**src/rtl/lb_pkg.sv**
```systemverilog
package lb_pkg;
  typedef enum logic [0:0] {
    LB_IDLE = 1'b0,
    LB_WAIT = 1'b1
  } lb_state_e;
endpackage

```
**src/rtl/lb_window.sv**
```systemverilog
module lb_window #(
  parameter int DEPTH = 8,
  parameter int AW    = 18,
  parameter int DW    = 60
) (
  input  logic             clk,
  input  logic             rst_n,
  input  logic             flush,
  input  logic             shift_en,
  input  logic [AW-1:0]    in_addr,
  input  logic [DW-1:0]    in_word,
  output logic [AW-1:0]    tag_o  [DEPTH],
  output logic [DW-1:0]    word_o [DEPTH],
  output logic [DEPTH-1:0] valid_o
);
  logic [DEPTH-1:0] valid_q, valid_d;
  logic [AW-1:0]    tag_q  [DEPTH];
  logic [DW-1:0]    word_q [DEPTH];
  logic [AW-1:0]    tag_d  [DEPTH];
  logic [DW-1:0]    word_d [DEPTH];

  // valid bits: flush clears first, a shift then marks the newest slot
  always_comb begin
    valid_d = valid_q;
    if (flush)    valid_d = '0;
    if (shift_en) valid_d = {valid_d[DEPTH-2:0], 1'b1};
  end

  always_ff @(posedge clk or negedge rst_n) begin
    if (!rst_n) valid_q <= '0;
    else        valid_q <= valid_d;
  end

  // slot 0 holds the newest word, slot DEPTH-1 the oldest
  for (genvar i = 0; i < DEPTH; i++) begin : g_slot
    if (i == 0) begin : g_head
      always_comb begin
        tag_d[i]  = in_addr;
        word_d[i] = in_word;
      end
    end else begin : g_body
      always_comb begin
        tag_d[i]  = tag_q[i-1];
        word_d[i] = word_q[i-1];
      end
    end

    always_ff @(posedge clk) begin
      if (shift_en) begin
        tag_q[i]  <= tag_d[i];
        word_q[i] <= word_d[i];
      end
    end

    assign tag_o[i]  = tag_q[i];
    assign word_o[i] = word_q[i];
  end

  assign valid_o = valid_q;
endmodule

```
**src/rtl/lb_match.sv**
```systemverilog
module lb_match #(
  parameter int DEPTH = 8,
  parameter int AW    = 18,
  parameter int DW    = 60
) (
  input  logic [AW-1:0]    addr,
  input  logic [AW-1:0]    tag_i  [DEPTH],
  input  logic [DW-1:0]    word_i [DEPTH],
  input  logic [DEPTH-1:0] valid_i,
  output logic [DEPTH-1:0] hit_vec,
  output logic             hit,
  output logic [DW-1:0]    hit_word
);
  for (genvar i = 0; i < DEPTH; i++) begin : g_cmp
    assign hit_vec[i] = valid_i[i] && (tag_i[i] == addr);
  end

  // entries are unique, so an AND-OR mux needs no priority
  always_comb begin
    hit_word = '0;
    for (int i = 0; i < DEPTH; i++) begin
      hit_word = hit_word | (word_i[i] & {DW{hit_vec[i]}});
    end
  end

  assign hit = |hit_vec;
endmodule

```
**src/rtl/lb_ctrl.sv**
```systemverilog
module lb_ctrl
  import lb_pkg::*;
#(
  parameter int AW = 18,
  parameter int DW = 60,
  parameter int CW = 16
) (
  input  logic          clk,
  input  logic          rst_n,
  input  logic          req_valid,
  input  logic [AW-1:0] req_addr,
  input  logic          req_uncond,
  input  logic          lookup_hit,
  input  logic [DW-1:0] lookup_word,
  input  logic          mem_rsp_valid,
  input  logic [DW-1:0] mem_rsp_data,
  output logic          ready,
  output logic          accept,
  output logic          flush,
  output logic          shift_en,
  output logic [AW-1:0] ins_addr,
  output logic [DW-1:0] ins_word,
  output logic          mem_req_valid,
  output logic [AW-1:0] mem_req_addr,
  output logic          rsp_valid,
  output logic [DW-1:0] rsp_data,
  output logic          rsp_hit,
  output logic [CW-1:0] hit_count,
  output logic [CW-1:0] miss_count
);
  lb_state_e     state_q, state_d;
  logic [AW-1:0] pend_q, pend_d;
  logic          pend_en;
  logic          rsp_v_q, rsp_v_d;
  logic [DW-1:0] rsp_data_q, rsp_data_d;
  logic          rsp_hit_q, rsp_hit_d;
  logic          rsp_en;
  logic [CW-1:0] hit_q, hit_d, miss_q, miss_d;
  logic          eff_hit;

  assign ready   = (state_q == LB_IDLE);
  assign accept  = ready && req_valid;
  assign flush   = accept && req_uncond;
  assign eff_hit = lookup_hit && !req_uncond;

  always_comb begin
    state_d    = state_q;
    pend_d     = pend_q;
    pend_en    = 1'b0;
    rsp_v_d    = 1'b0;
    rsp_data_d = rsp_data_q;
    rsp_hit_d  = rsp_hit_q;
    rsp_en     = 1'b0;
    hit_d      = hit_q;
    miss_d     = miss_q;
    shift_en   = 1'b0;
    unique case (state_q)
      LB_IDLE: begin
        if (accept) begin
          if (eff_hit) begin
            rsp_v_d    = 1'b1;
            rsp_data_d = lookup_word;
            rsp_hit_d  = 1'b1;
            rsp_en     = 1'b1;
            hit_d      = hit_q + CW'(1);
          end else begin
            state_d = LB_WAIT;
            pend_d  = req_addr;
            pend_en = 1'b1;
            miss_d  = miss_q + CW'(1);
          end
        end
      end
      LB_WAIT: begin
        if (mem_rsp_valid) begin
          shift_en   = 1'b1;
          rsp_v_d    = 1'b1;
          rsp_data_d = mem_rsp_data;
          rsp_hit_d  = 1'b0;
          rsp_en     = 1'b1;
          state_d    = LB_IDLE;
        end
      end
      default: state_d = LB_IDLE;
    endcase
  end

  always_ff @(posedge clk or negedge rst_n) begin
    if (!rst_n) begin
      state_q <= LB_IDLE;
      rsp_v_q <= 1'b0;
      hit_q   <= '0;
      miss_q  <= '0;
    end else begin
      state_q <= state_d;
      rsp_v_q <= rsp_v_d;
      hit_q   <= hit_d;
      miss_q  <= miss_d;
    end
  end

  always_ff @(posedge clk) begin
    if (pend_en) pend_q <= pend_d;
    if (rsp_en) begin
      rsp_data_q <= rsp_data_d;
      rsp_hit_q  <= rsp_hit_d;
    end
  end

  assign ins_addr      = pend_q;
  assign ins_word      = mem_rsp_data;
  assign mem_req_valid = (state_q == LB_WAIT);
  assign mem_req_addr  = pend_q;
  assign rsp_valid     = rsp_v_q;
  assign rsp_data      = rsp_data_q;
  assign rsp_hit       = rsp_hit_q;
  assign hit_count     = hit_q;
  assign miss_count    = miss_q;
endmodule

```
**src/rtl/loop_buf.sv**
```systemverilog
module loop_buf #(
  parameter int DEPTH = 8,
  parameter int AW    = 18,
  parameter int DW    = 60,
  parameter int CW    = 16
) (
  input  logic          clk,
  input  logic          rst_n,
  input  logic          req_valid,
  input  logic [AW-1:0] req_addr,
  input  logic          req_uncond,
  output logic          ready,
  output logic          rsp_valid,
  output logic [DW-1:0] rsp_data,
  output logic          rsp_hit,
  output logic          mem_req_valid,
  output logic [AW-1:0] mem_req_addr,
  input  logic          mem_rsp_valid,
  input  logic [DW-1:0] mem_rsp_data,
  output logic [CW-1:0] hit_count,
  output logic [CW-1:0] miss_count
);
  localparam int SYNC_STAGES = 2;

  logic [SYNC_STAGES-1:0] rst_sync;
  logic                   rst_q;
  logic [AW-1:0]          tags  [DEPTH];
  logic [DW-1:0]          words [DEPTH];
  logic [DEPTH-1:0]       valid_vec;
  logic [DEPTH-1:0]       hit_vec;
  logic                   lookup_hit;
  logic [DW-1:0]          lookup_word;
  logic                   accept, flush, shift_en;
  logic [AW-1:0]          ins_addr;
  logic [DW-1:0]          ins_word;

  // asynchronous assertion, synchronous release
  always_ff @(posedge clk or negedge rst_n) begin
    if (!rst_n) rst_sync <= '0;
    else        rst_sync <= {rst_sync[SYNC_STAGES-2:0], 1'b1};
  end
  assign rst_q = rst_sync[SYNC_STAGES-1];

  lb_window #(.DEPTH(DEPTH), .AW(AW), .DW(DW)) u_window (
    .clk      (clk),
    .rst_n    (rst_q),
    .flush    (flush),
    .shift_en (shift_en),
    .in_addr  (ins_addr),
    .in_word  (ins_word),
    .tag_o    (tags),
    .word_o   (words),
    .valid_o  (valid_vec)
  );

  lb_match #(.DEPTH(DEPTH), .AW(AW), .DW(DW)) u_match (
    .addr     (req_addr),
    .tag_i    (tags),
    .word_i   (words),
    .valid_i  (valid_vec),
    .hit_vec  (hit_vec),
    .hit      (lookup_hit),
    .hit_word (lookup_word)
  );

  lb_ctrl #(.AW(AW), .DW(DW), .CW(CW)) u_ctrl (
    .clk           (clk),
    .rst_n         (rst_q),
    .req_valid     (req_valid),
    .req_addr      (req_addr),
    .req_uncond    (req_uncond),
    .lookup_hit    (lookup_hit),
    .lookup_word   (lookup_word),
    .mem_rsp_valid (mem_rsp_valid),
    .mem_rsp_data  (mem_rsp_data),
    .ready         (ready),
    .accept        (accept),
    .flush         (flush),
    .shift_en      (shift_en),
    .ins_addr      (ins_addr),
    .ins_word      (ins_word),
    .mem_req_valid (mem_req_valid),
    .mem_req_addr  (mem_req_addr),
    .rsp_valid     (rsp_valid),
    .rsp_data      (rsp_data),
    .rsp_hit       (rsp_hit),
    .hit_count     (hit_count),
    .miss_count    (miss_count)
  );
endmodule

```
**config.mk**
```make
export PLATFORM = sky130hd
export DESIGN_NAME = loop_buf
export DESIGN_NICKNAME = d
export VERILOG_FILES = /design/src/rtl/lb_pkg.sv /design/src/rtl/lb_window.sv /design/src/rtl/lb_match.sv /design/src/rtl/lb_ctrl.sv /design/src/rtl/loop_buf.sv
export SDC_FILE = /design/constraint.sdc
export NUM_CORES = 1
export LEC_CHECK = 0
export BUFFER_PORTS_ARGS = -buffer_cell sky130_fd_sc_hd__clkbuf_2
export CORE_MARGIN = 2
export CORE_UTILIZATION = 37
export CTS_BUF_LIST = sky130_fd_sc_hd__clkbuf_4
export CTS_CLUSTER_DIAMETER = 50
export DETAILED_ROUTE_END_ITERATION = 10
export PLACE_DENSITY_LB_ADDON = 0.3
export SETUP_SLACK_MARGIN = 0.02
export SLEW_MARGIN = 10
export SYNTH_ARGS = -nofsm -noshare
export SYNTH_HDL_FRONTEND = slang
export SYNTH_SLANG_ARGS = --single-unit
export TNS_END_PERCENT = 30
```
**constraint.sdc**
```tcl
create_clock -name clk -period 1.7 [get_ports clk]
set_input_delay 0.17 -clock clk [delete_from_list [all_inputs] [get_ports clk]]
set_output_delay 0.17 -clock clk [all_outputs]
set_load 0.02 [all_outputs]
```
==> results of run 1 <==
power by group:
| group | leakage [nW] | switching (mW) | internal (mW) |
|---|---|---|---|
| combinational | 5.48 | 2.33 | 1.71 |
| clock | 1.49 | 7.96 | 7.98 |
| sequential | 7.15 | 0.848 | 21.9 |
stage by stage:
step                utilization [%]  power (mW)  std cells
floorplan                         -        24.6       1610
global placement               43.4        26.4       2964
detailed placement             43.4        26.5       2964
CTS                            50.1        43.0       3498
global route                   51.7        44.5       3533
finish                         51.7        42.7       3534
flip-flops by register name, indices dropped and copies added (netlist names):
signal                cells
rst_sync                  2
u_ctrl.hit_count         16
u_ctrl.ins_addr          18
u_ctrl.mem_req_valid      1
u_ctrl.miss_count        16
u_ctrl.rsp_data          60
u_ctrl.rsp_hit            1
u_ctrl.rsp_valid          1
u_window.tag_q          144
u_window.valid_o          8
u_window.word_q         480
worst paths after layout:
kind | slack, ns | from | to | cells past startpoint
hold / removal | 0.13 | mem_rsp_data[28] | u_ctrl.rsp_data[28] | 4
setup reg to reg | -0.97 | u_window.tag_q[1][29] | u_ctrl.rsp_data[29] | 10
hold reg to reg | 0.27 | rst_sync[1] | u_ctrl.hit_count[4] | 1
setup / recovery | -0.97 | u_window.tag_q[1][29] | u_ctrl.rsp_data[29] | 10
min in group asynchronous | 0.27 | rst_sync[1] | u_ctrl.hit_count[4] | 1
max in group asynchronous | 0.96 | rst_n | rst_sync[1] | 4
worst max-delay path, cell delays in order (launching register included):
cell,delay [ns]
sky130_fd_sc_hd__edfxtp_1,0.43
sky130_fd_sc_hd__xnor2_2,0.27
sky130_fd_sc_hd__nand4_1,0.11
sky130_fd_sc_hd__nor2_1,0.11
sky130_fd_sc_hd__or4b_1,0.45
sky130_fd_sc_hd__and4_4,0.19
sky130_fd_sc_hd__a211oi_4,0.22
sky130_fd_sc_hd__or2_4,0.21
sky130_fd_sc_hd__buf_12,0.15
sky130_fd_sc_hd__buf_12,0.12
sky130_fd_sc_hd__buf_16,0.13
cells in the mapped netlist, types with 7 or more instances:
library cell,n
sky130_fd_sc_hd__nand3_1,13
sky130_fd_sc_hd__and2_1,10
sky130_fd_sc_hd__xnor2_2,7
sky130_fd_sc_hd__nor2_1,82
sky130_fd_sc_hd__buf_4,7
sky130_fd_sc_hd__clkbuf_1,58
sky130_fd_sc_hd__a21oi_1,8
sky130_fd_sc_hd__a31oi_1,60
sky130_fd_sc_hd__nand2_1,34
sky130_fd_sc_hd__xor2_1,27
sky130_fd_sc_hd__nor3_1,25
sky130_fd_sc_hd__nand3b_1,10
sky130_fd_sc_hd__buf_2,20
sky130_fd_sc_hd__dfrtp_1,44
sky130_fd_sc_hd__xnor2_1,140
sky130_fd_sc_hd__edfxtp_1,703
sky130_fd_sc_hd__nand4_1,73
sky130_fd_sc_hd__buf_6,8
sky130_fd_sc_hd__a22o_1,120
sky130_fd_sc_hd__a221oi_1,120
layout by cell type, fill, tap and decap left out, types with 6 or more instances in the layout:
master	n
sky130_fd_sc_hd__edfxtp_1	703
sky130_fd_sc_hd__clkbuf_4	283
sky130_fd_sc_hd__buf_4	233
sky130_fd_sc_hd__dlygate4sd3_1	161
sky130_fd_sc_hd__a22o_1	120
sky130_fd_sc_hd__xnor2_1	114
sky130_fd_sc_hd__clkbuf_2	95
sky130_fd_sc_hd__a221oi_2	83
sky130_fd_sc_hd__nor2_1	79
sky130_fd_sc_hd__buf_2	77
sky130_fd_sc_hd__nand4_1	73
sky130_fd_sc_hd__buf_12	64
sky130_fd_sc_hd__a31oi_1	58
sky130_fd_sc_hd__clkinv_1	41
sky130_fd_sc_hd__dfrtp_1	37
sky130_fd_sc_hd__a221oi_1	36
sky130_fd_sc_hd__buf_6	36
sky130_fd_sc_hd__nand2_1	33
sky130_fd_sc_hd__xnor2_2	33
sky130_fd_sc_hd__xor2_1	27
sky130_fd_sc_hd__nand3b_1	10
sky130_fd_sc_hd__nand3_1	10
sky130_fd_sc_hd__nor3_1	10
sky130_fd_sc_hd__nor3_4	9
sky130_fd_sc_hd__buf_16	9
sky130_fd_sc_hd__buf_8	9
sky130_fd_sc_hd__and2_4	8
sky130_fd_sc_hd__a21oi_1	7
sky130_fd_sc_hd__dfrtp_2	7
sky130_fd_sc_hd__nor3_2	6
sky130_fd_sc_hd__and3_1	6
sky130_fd_sc_hd__clkbuf_16	6
cell families after synthesis:
| group | count (synthesis) | synth area share (%) |
|---|---|---|
| flops | 747 | 78.4 |
| compound gates | 322 | 9.38 |
| simple gates | 264 | 4.74 |
| xor+xnor | 174 | 5.57 |
| buf+inv | 98 | 1.69 |
| fa+ha+maj | 2 | 0.0884 |
| mux | 2 | 0.0795 |
| other cells | 1 | 0.0132 |
area by class of cell:
type	instances	area (um^2)
fillers	6174	36600
flip-flops and latches	747	22200
multi-input cells	765	6720
repair buffers	692	6490
clock buffers	283	2120
well taps	978	1220
clock inverters	61	409
inverters	4	43.8
diodes	4	10.0
what timing repair did:
action | CTS | global route
hold buffers | 161 | 0
pin swaps | 28 | 86
setup endpoints to repair | 287 | 289
gates resized for setup | 104 | 276
hold endpoints to repair | 723 | 0
setup buffers | 22 | 34
gates cloned | 8 | 6
routing by layer:
metal | vias to the layer above | wire length [um]
li1 | 8278 | -
met1 | 9470 | 33800
met2 | 768 | 36800
met3 | 118 | 6220
met4 | 4 | 1380
met5 | - | 27
==> flow_summary.html, run 1 <==
<table>
<tr><th>Metric</th><th>Value</th></tr>
<tr><th colspan="2">Drt</th></tr>
<tr><td>Routed via count divided by cell count</td><td>5.27</td></tr>
<tr><td>Violation count after the first detailed-route iteration</td><td>around 1500</td></tr>
<tr><td>Routed wirelength normalized by instance count</td><td>between 20 and 25 um</td></tr>
<tr><td>Drt pass-1 iters</td><td>5</td></tr>
<tr><td>Detailed-route wire length</td><td>about 80000 um</td></tr>
<tr><td>Post-detailed-route count of antenna-violating nets</td><td>0</td></tr>
<tr><td># DRC</td><td>0</td></tr>
<tr><td>Total via count after detailed routing</td><td>18600</td></tr>
<tr><th colspan="2">GRT</th></tr>
<tr><td>Most Used Layer, Global Route</td><td>met2</td></tr>
<tr><td>Met2 track demand over resource in global routing</td><td>between 30% and 40%</td></tr>
<tr><td>Wire length of the first global-routing pass</td><td>about 110000 um</td></tr>
<tr><td>Largest net degree at the start of global routing</td><td>90</td></tr>
<tr><td>Total track usage</td><td>19.4%</td></tr>
<tr><td>Met1 Use GR</td><td>between 20% and 30%</td></tr>
<tr><td>Vias in the first global route</td><td>19300</td></tr>
<tr><td>Remaining global-route overflow</td><td>0</td></tr>
<tr><td>Met3 usage in global routing</td><td>5.54%</td></tr>
<tr><td>Number of antenna violations at the first check in global routing</td><td>6</td></tr>
<tr><th colspan="2">Setup path</th></tr>
<tr><td>Top fanout value on the critical path</td><td>10</td></tr>
<tr><td>Classification of the worst setup path</td><td>flip-flop to flip-flop</td></tr>
<tr><td>CP Capture Type</td><td>flip-flop</td></tr>
<tr><td>Data arrival, critical path</td><td>roughly 3.4 ns</td></tr>
<tr><td>Crit path required time</td><td>about 2.5 ns</td></tr>
<tr><td>Startpoint type of the worst setup path</td><td>flip-flop</td></tr>
<tr><th colspan="2">CTS</th></tr>
<tr><td>Clock slew at reported path FFs</td><td>0.07 ns</td></tr>
<tr><td>Root Buffer Master</td><td>sky130_fd_sc_hd__clkbuf_4</td></tr>
<tr><td>Clock tree buffer depth</td><td>3</td></tr>
<tr><td>Inserted Clock Buffers</td><td>between 150 and 200</td></tr>
<tr><td>Later-pin clock latency in the skew report</td><td>1.06 ns</td></tr>
<tr><td>H-tree levels</td><td>4</td></tr>
<tr><td>CTS sink count</td><td>between 700 and 800</td></tr>
<tr><td>TritonCTS clock tree</td><td>yes</td></tr>
<tr><th colspan="2">Synth</th></tr>
<tr><td>Mapped Cells</td><td>1610</td></tr>
<tr><td>Cell area after synthesis</td><td>~0.028 mm^2</td></tr>
<tr><td>Post-synthesis register bit count</td><td>about 750</td></tr>
<tr><td>Total nets after synthesis</td><td>1695</td></tr>
<tr><td>Cell type contributing the most total cell area after synthesis</td><td>sky130_fd_sc_hd__edfxtp_1</td></tr>
<tr><td>Area contributors post-synth</td><td>sky130_fd_sc_hd__edfxtp_1 75%, sky130_fd_sc_hd__xnor2_1 4.3%, sky130_fd_sc_hd__dfrtp_1 3.9%</td></tr>
<tr><td>Fraction of post-synthesis cell area in the top cell type by area</td><td>74.6%</td></tr>
<tr><td>Number of synthesized flops with an enable pin</td><td>703</td></tr>
<tr><td>Synthesis warning total</td><td>0</td></tr>
<tr><td>Most frequently used flop master after synthesis</td><td>sky130_fd_sc_hd__edfxtp_1</td></tr>
<tr><td>Sequential cell area fraction in the yosys report</td><td>around four fifths</td></tr>
<tr><td>Proportion of synthesized flip-flops having asynchronous set or reset</td><td>5.89%</td></tr>
<tr><td>Mean instance size in the synthesized netlist</td><td>roughly 18 um^2</td></tr>
<tr><td>Distinct cell type count of the synthesized netlist</td><td>41</td></tr>
<tr><th colspan="2">Floorplanning</th></tr>
<tr><td>Core Area</td><td>0.0758 mm^2</td></tr>
<tr><td>Die Outline Area</td><td>a little under 0.08 mm^2</td></tr>
<tr><td>Count of standard-cell rows</td><td>101</td></tr>
<tr><td>Die outline width</td><td>roughly 280 um</td></tr>
<tr><td>Starting Density</td><td>between 30% and 40%</td></tr>
<tr><td>I/O pin cnt</td><td>between 150 and 200</td></tr>
<tr><td>Die Height</td><td>about 280 um</td></tr>
<tr><th colspan="2">STA</th></tr>
<tr><td>Post-route worst hold slack</td><td>between 0.1 and 0.15 ns</td></tr>
<tr><td>Least-Margin Pin Slew</td><td>about 0.56 ns</td></tr>
<tr><td>Final Slew Violations</td><td>0</td></tr>
<tr><td>Number of failing hold endpoints at the final stage</td><td>0</td></tr>
<tr><td>Period minus WS final</td><td>~2.7 ns</td></tr>
<tr><td>Final setup violation count</td><td>between 200 and 300</td></tr>
<tr><td>Final clock period utilization by the worst path</td><td>157%</td></tr>
<tr><td>Clock Skew</td><td>around 0.090 ns</td></tr>
<tr><td>Setup tns final</td><td>-136.18 ns</td></tr>
<tr><td>Worst setup slack after layout</td><td>-0.971 ns</td></tr>
<tr><td>Setup repair after global routing missed its margin</td><td>yes</td></tr>
<tr><td>Max_slew headroom</td><td>about 63%</td></tr>
<tr><td>Fmax</td><td>between 300 and 400 MHz</td></tr>
<tr><th colspan="2">Outcome</th></tr>
<tr><td>Violations in the final reports</td><td>setup timing</td></tr>
<tr><td>Result of the run</td><td>finished, violations left</td></tr>
<tr><th colspan="2">Place</th></tr>
<tr><td>Placed instance area</td><td>between 0.03 and 0.04 mm^2</td></tr>
<tr><td>Final weighted congestion of routability-driven global placement</td><td>about 0.86</td></tr>
<tr><td>Detailed placer's ending HPWL</td><td>~47000 um</td></tr>
<tr><td>Buffers added on ports</td><td>roughly 200</td></tr>
<tr><td>Setup slack at placement</td><td>-0.978 ns</td></tr>
<tr><th colspan="2">Final layout</th></tr>
<tr><td>Growth of design area from synthesis to finish</td><td>38.6%</td></tr>
<tr><td>Post-route cell area</td><td>approximately 0.04 mm^2</td></tr>
<tr><td>Fin nets</td><td>approximately 2500</td></tr>
<tr><td>Share of final-layout standard cells stronger than drive strength 1</td><td>around 40%</td></tr>
<tr><th colspan="2">Power and ir drop</th></tr>
<tr><td>Leakage power</td><td>between 10 and 15 nW</td></tr>
<tr><td>Largest vdd supply drop</td><td>approximately 0.66 mV</td></tr>
<tr><td>Power density cells</td><td>around 1100 mW/mm^2</td></tr>
<tr><th colspan="2">Worst hold path</th></tr>
<tr><td>Worst hold-check path type</td><td>input pin to flip-flop</td></tr>
<tr><th colspan="2">Flow run</th></tr>
<tr><td>Count of max-cap constraint violations</td><td>0</td></tr>
</table>
No activity file was read; power rests on OpenSTA's default activity.
==> inputs of run 2 (changes only) <==
--- a/config.mk
+++ b/config.mk
@@ -12,7 +12,7 @@
 export CTS_CLUSTER_DIAMETER = 50
 export DETAILED_ROUTE_END_ITERATION = 10
 export PLACE_DENSITY_LB_ADDON = 0.3
-export SETUP_SLACK_MARGIN = 0.02
+export SETUP_SLACK_MARGIN = 0.4
 export SLEW_MARGIN = 10
 export SYNTH_ARGS = -nofsm -noshare
 export SYNTH_HDL_FRONTEND = slang
==> flow_summary.html, run 2 (synthesis gave the netlist of run 1 again) <==
<table>
<tr><th>Metric</th><th>Value</th></tr>
<tr><th colspan="2">CTS</th></tr>
<tr><td>Inserted Clock Buffers</td><td>195 (unchanged)</td></tr>
<tr><td>Later-pin clock latency in the skew report</td><td>1.05 ns (about the same)</td></tr>
<tr><td>H-tree levels</td><td>4 (unchanged)</td></tr>
<tr><td>Clock slew at reported path FFs</td><td>0.07 ns (about the same)</td></tr>
<tr><td>Clock tree buffer depth</td><td>3 (unchanged)</td></tr>
<tr><td>CTS sink count</td><td>747 (unchanged)</td></tr>
<tr><td>TritonCTS clock tree</td><td>yes</td></tr>
<tr><td>Root Buffer Master</td><td>sky130_fd_sc_hd__clkbuf_4</td></tr>
<tr><th colspan="2">Floorplanning</th></tr>
<tr><td>I/O pin cnt</td><td>197 (unchanged)</td></tr>
<tr><td>Die outline width</td><td>281 um (unchanged)</td></tr>
<tr><td>Starting Density</td><td>37.3% (unchanged)</td></tr>
<tr><td>Core Area</td><td>0.0758 mm^2 (unchanged)</td></tr>
<tr><td>Die Outline Area</td><td>0.0788 mm^2 (unchanged)</td></tr>
<tr><td>Die Height</td><td>281 um (unchanged)</td></tr>
<tr><td>Count of standard-cell rows</td><td>101 (unchanged)</td></tr>
<tr><th colspan="2">Power and ir drop</th></tr>
<tr><td>Leakage power</td><td>14.6 nW (+3.1%)</td></tr>
<tr><td>Total power after layout</td><td>43.3 mW (+1.5%)</td></tr>
<tr><td>Power density cells</td><td>1080 mW/mm^2 (-0.61%)</td></tr>
<tr><td>Largest vdd supply drop</td><td>0.838 mV (+26%)</td></tr>
<tr><th colspan="2">Drt</th></tr>
<tr><td>Routed wirelength normalized by instance count</td><td>22.6 um (+2.3%)</td></tr>
<tr><td>Violation count after the first detailed-route iteration</td><td>1820 (+19%)</td></tr>
<tr><td># DRC</td><td>0 (unchanged)</td></tr>
<tr><td>Post-detailed-route count of antenna-violating nets</td><td>0 (unchanged)</td></tr>
<tr><td>Routed via count divided by cell count</td><td>5.31 (+0.60%)</td></tr>
<tr><td>Total via count after detailed routing</td><td>19100 (+2.3%)</td></tr>
<tr><td>Drt pass-1 iters</td><td>5 (unchanged)</td></tr>
<tr><td>Detailed-route wire length</td><td>81400 um (+4.1%)</td></tr>
<tr><th colspan="2">Flow run</th></tr>
<tr><td>Count of max-cap constraint violations</td><td>0 (unchanged)</td></tr>
<tr><th colspan="2">STA</th></tr>
<tr><td>Number of failing hold endpoints at the final stage</td><td>0 (unchanged)</td></tr>
<tr><td>Setup tns final</td><td>-140.03 ns (-3.85 ns)</td></tr>
<tr><td>Max_slew headroom</td><td>62.5% (-0.31 points)</td></tr>
<tr><td>Period minus WS final</td><td>2.66 ns (-0.0104 ns)</td></tr>
<tr><td>Post-route worst hold slack</td><td>0.143 ns (+0.0162 ns)</td></tr>
<tr><td>Fmax</td><td>376 MHz (+0.39%)</td></tr>
<tr><td>Final clock period utilization by the worst path</td><td>156% (-0.61 points)</td></tr>
<tr><td>Setup repair after global routing missed its margin</td><td>yes</td></tr>
<tr><td>Final setup violation count</td><td>305 (+9.7%)</td></tr>
<tr><td>Clock Skew</td><td>0.103 ns (+0.0135 ns)</td></tr>
<tr><td>Final Slew Violations</td><td>0 (unchanged)</td></tr>
<tr><td>Worst setup slack after layout</td><td>-0.960 ns (+0.0104 ns)</td></tr>
<tr><td>Least-Margin Pin Slew</td><td>0.562 ns (+0.00472 ns)</td></tr>
<tr><th colspan="2">Outcome</th></tr>
<tr><td>Violations in the final reports</td><td>setup timing</td></tr>
<tr><td>Result of the run</td><td>finished, violations left</td></tr>
<tr><th colspan="2">Setup path</th></tr>
<tr><td>Launch instance of the worst register-to-register path</td><td>u_window.tag_q[1][29]</td></tr>
<tr><td>Classification of the worst setup path</td><td>flip-flop to flip-flop</td></tr>
<tr><td>Endpoint of the worst-slack reg-to-reg timing path</td><td>u_ctrl.rsp_data[33]</td></tr>
<tr><td>Startpoint type of the worst setup path</td><td>flip-flop</td></tr>
<tr><td>Crit path required time</td><td>2.46 ns (about the same)</td></tr>
<tr><td>Data arrival, critical path</td><td>3.42 ns (about the same)</td></tr>
<tr><td>CP Capture Type</td><td>flip-flop</td></tr>
<tr><td>Worst reg-to-reg path cell count</td><td>10 (unchanged)</td></tr>
<tr><td>R2R setup slack</td><td>-0.96 ns (about the same)</td></tr>
<tr><td>Top fanout value on the critical path</td><td>5 (-5)</td></tr>
<tr><th colspan="2">Worst hold path</th></tr>
<tr><td>Min-Delay Path Depth</td><td>4 (unchanged)</td></tr>
<tr><td>Worst hold-check path type</td><td>input pin to flip-flop</td></tr>
<tr><td>Hold path startpoint</td><td>mem_rsp_data[2]</td></tr>
<tr><td>Hold path endpoint</td><td>u_ctrl.rsp_data[2]</td></tr>
<tr><th colspan="2">Final layout</th></tr>
<tr><td>Sequential cell area</td><td>0.0222 mm^2 (about the same)</td></tr>
<tr><td>Share of final-layout standard cells stronger than drive strength 1</td><td>39.6% (about the same)</td></tr>
<tr><td>Number of inserted filler cells in the final layout</td><td>6062 (-1.8%)</td></tr>
<tr><td>Largest Register</td><td>u_window.word_q</td></tr>
<tr><td>Most frequent cells in the layout</td><td>703 x sky130_fd_sc_hd__edfxtp_1, 287 x sky130_fd_sc_hd__buf_4, 283 x sky130_fd_sc_hd__clkbuf_4</td></tr>
<tr><td>Growth of design area from synthesis to finish</td><td>41.5%</td></tr>
<tr><td>Number of flip-flops in the largest register</td><td>480 (unchanged)</td></tr>
<tr><td>Most common library cell in the layout ignoring fill and taps</td><td>sky130_fd_sc_hd__edfxtp_1</td></tr>
<tr><td>Non-filler instance count after layout</td><td>3595 (+1.7%)</td></tr>
<tr><td>Fin nets</td><td>2552 (+2.5%)</td></tr>
<tr><td>Area of the multi-input gates</td><td>0.00642 mm^2 (-4.4%)</td></tr>
<tr><th colspan="2">GRT</th></tr>
<tr><td>Number of antenna violations at the first check in global routing</td><td>6 (unchanged)</td></tr>
<tr><td>Largest net degree at the start of global routing</td><td>90 (unchanged)</td></tr>
<tr><td>Remaining global-route overflow</td><td>0 (unchanged)</td></tr>
<tr><td>Vias in the first global route</td><td>19600 (+1.7%)</td></tr>
<tr><td>Wire length of the first global-routing pass</td><td>119000 um (+3.2%)</td></tr>
<tr><td>Total track usage</td><td>20.1% (+0.76 points)</td></tr>
<tr><th colspan="2">Place</th></tr>
<tr><td>Buffers added on ports</td><td>196 (unchanged)</td></tr>
<tr><td>Final weighted congestion of routability-driven global placement</td><td>0.861 (unchanged)</td></tr>
<tr><td>Detailed placer's ending HPWL</td><td>46700 um (unchanged)</td></tr>
<tr><td>Total placed cells including tap cells</td><td>2964 (unchanged)</td></tr>
<tr><td>Setup slack at placement</td><td>-0.978 ns (unchanged)</td></tr>
</table>
[run 2: layout make-up]
cell class | count | share of cell area [%]
tap | 978 | 3.05
multi-input combinational | 765 | 16.0
antenna | 3 | 0.0187
timing repair buffer | 754 | 19.0
clock buffer | 283 | 5.30
inverter | 4 | 0.116
sequential | 747 | 55.5
clock inverter | 61 | 1.02
[run 2: per-layer routing]
| metal | vias up | global-route usage [%] | wire length, um |
|---|---|---|---|
| li1 | 8422 | - | - |
| met1 | 9690 | 27.4 | 35600 |
| met2 | 824 | 31.0 | 38200 |
| met3 | 131 | 5.73 | 6130 |
| met4 | 6 | 6.84 | 1440 |
| met5 | - | 0 | 42 |
[run 2: repair_timing]
item / CTS / global route
hold buffers: 160 / 0
endpoints found under the setup margin: 892 / 907
gates resized for setup: 168 / 299
pin swaps: 38 / 32
hold endpoints to repair: 723 / 0
gates cloned: 16 / 4
setup buffers: 58 / 46
[run 2: how the worst max path moves through the flow]
| stage | end | from | cells after the start |
|---|---|---|---|
| after global routing | u_ctrl.rsp_data[34] | u_window.tag_q[1][29] | 10 |
| after floorplan | u_ctrl.rsp_data[0] | u_ctrl.mem_req_valid | 3 |
| final | u_ctrl.rsp_data[33] | u_window.tag_q[1][29] | 10 |
| after CTS | u_ctrl.rsp_data[29] | u_window.tag_q[1][29] | 10 |
| after global placement | u_ctrl.rsp_data[44] | req_addr[11] | 10 |
| after detailed placement | u_ctrl.rsp_data[29] | u_window.tag_q[1][26] | 7 |
[run 2: stage by stage]
stage | cell area (um^2) | utilization, %
2_1_floorplan | 28400 | -
3_3_place_gp | 32900 | 43.4
3_5_place_dp | 32900 | 43.4
4_1_cts | 38800 | 51.1
5_1_grt | 40100 | 52.8
6_report | 40100 | 52.8
[run 2: critical path, stage by stage (launching register included)]
cell                        delay [ns]
sky130_fd_sc_hd__edfxtp_1         0.43
sky130_fd_sc_hd__xnor2_2          0.23
sky130_fd_sc_hd__nand4_1          0.12
sky130_fd_sc_hd__nor2_1           0.12
sky130_fd_sc_hd__or4b_1           0.45
sky130_fd_sc_hd__and4_4           0.19
sky130_fd_sc_hd__a211oi_4         0.22
sky130_fd_sc_hd__or2_4            0.20
sky130_fd_sc_hd__buf_12           0.14
sky130_fd_sc_hd__buf_12           0.13
sky130_fd_sc_hd__clkbuf_16        0.14
[run 2: power breakdown]
group | total [mW] | internal [mW] | switching (mW)
clock | 16.0 | 7.98 | 8.01
combinational | 4.61 | 2.15 | 2.46
sequential | 22.7 | 21.9 | 0.861
total | 43.3 | 32.0 | 11.3
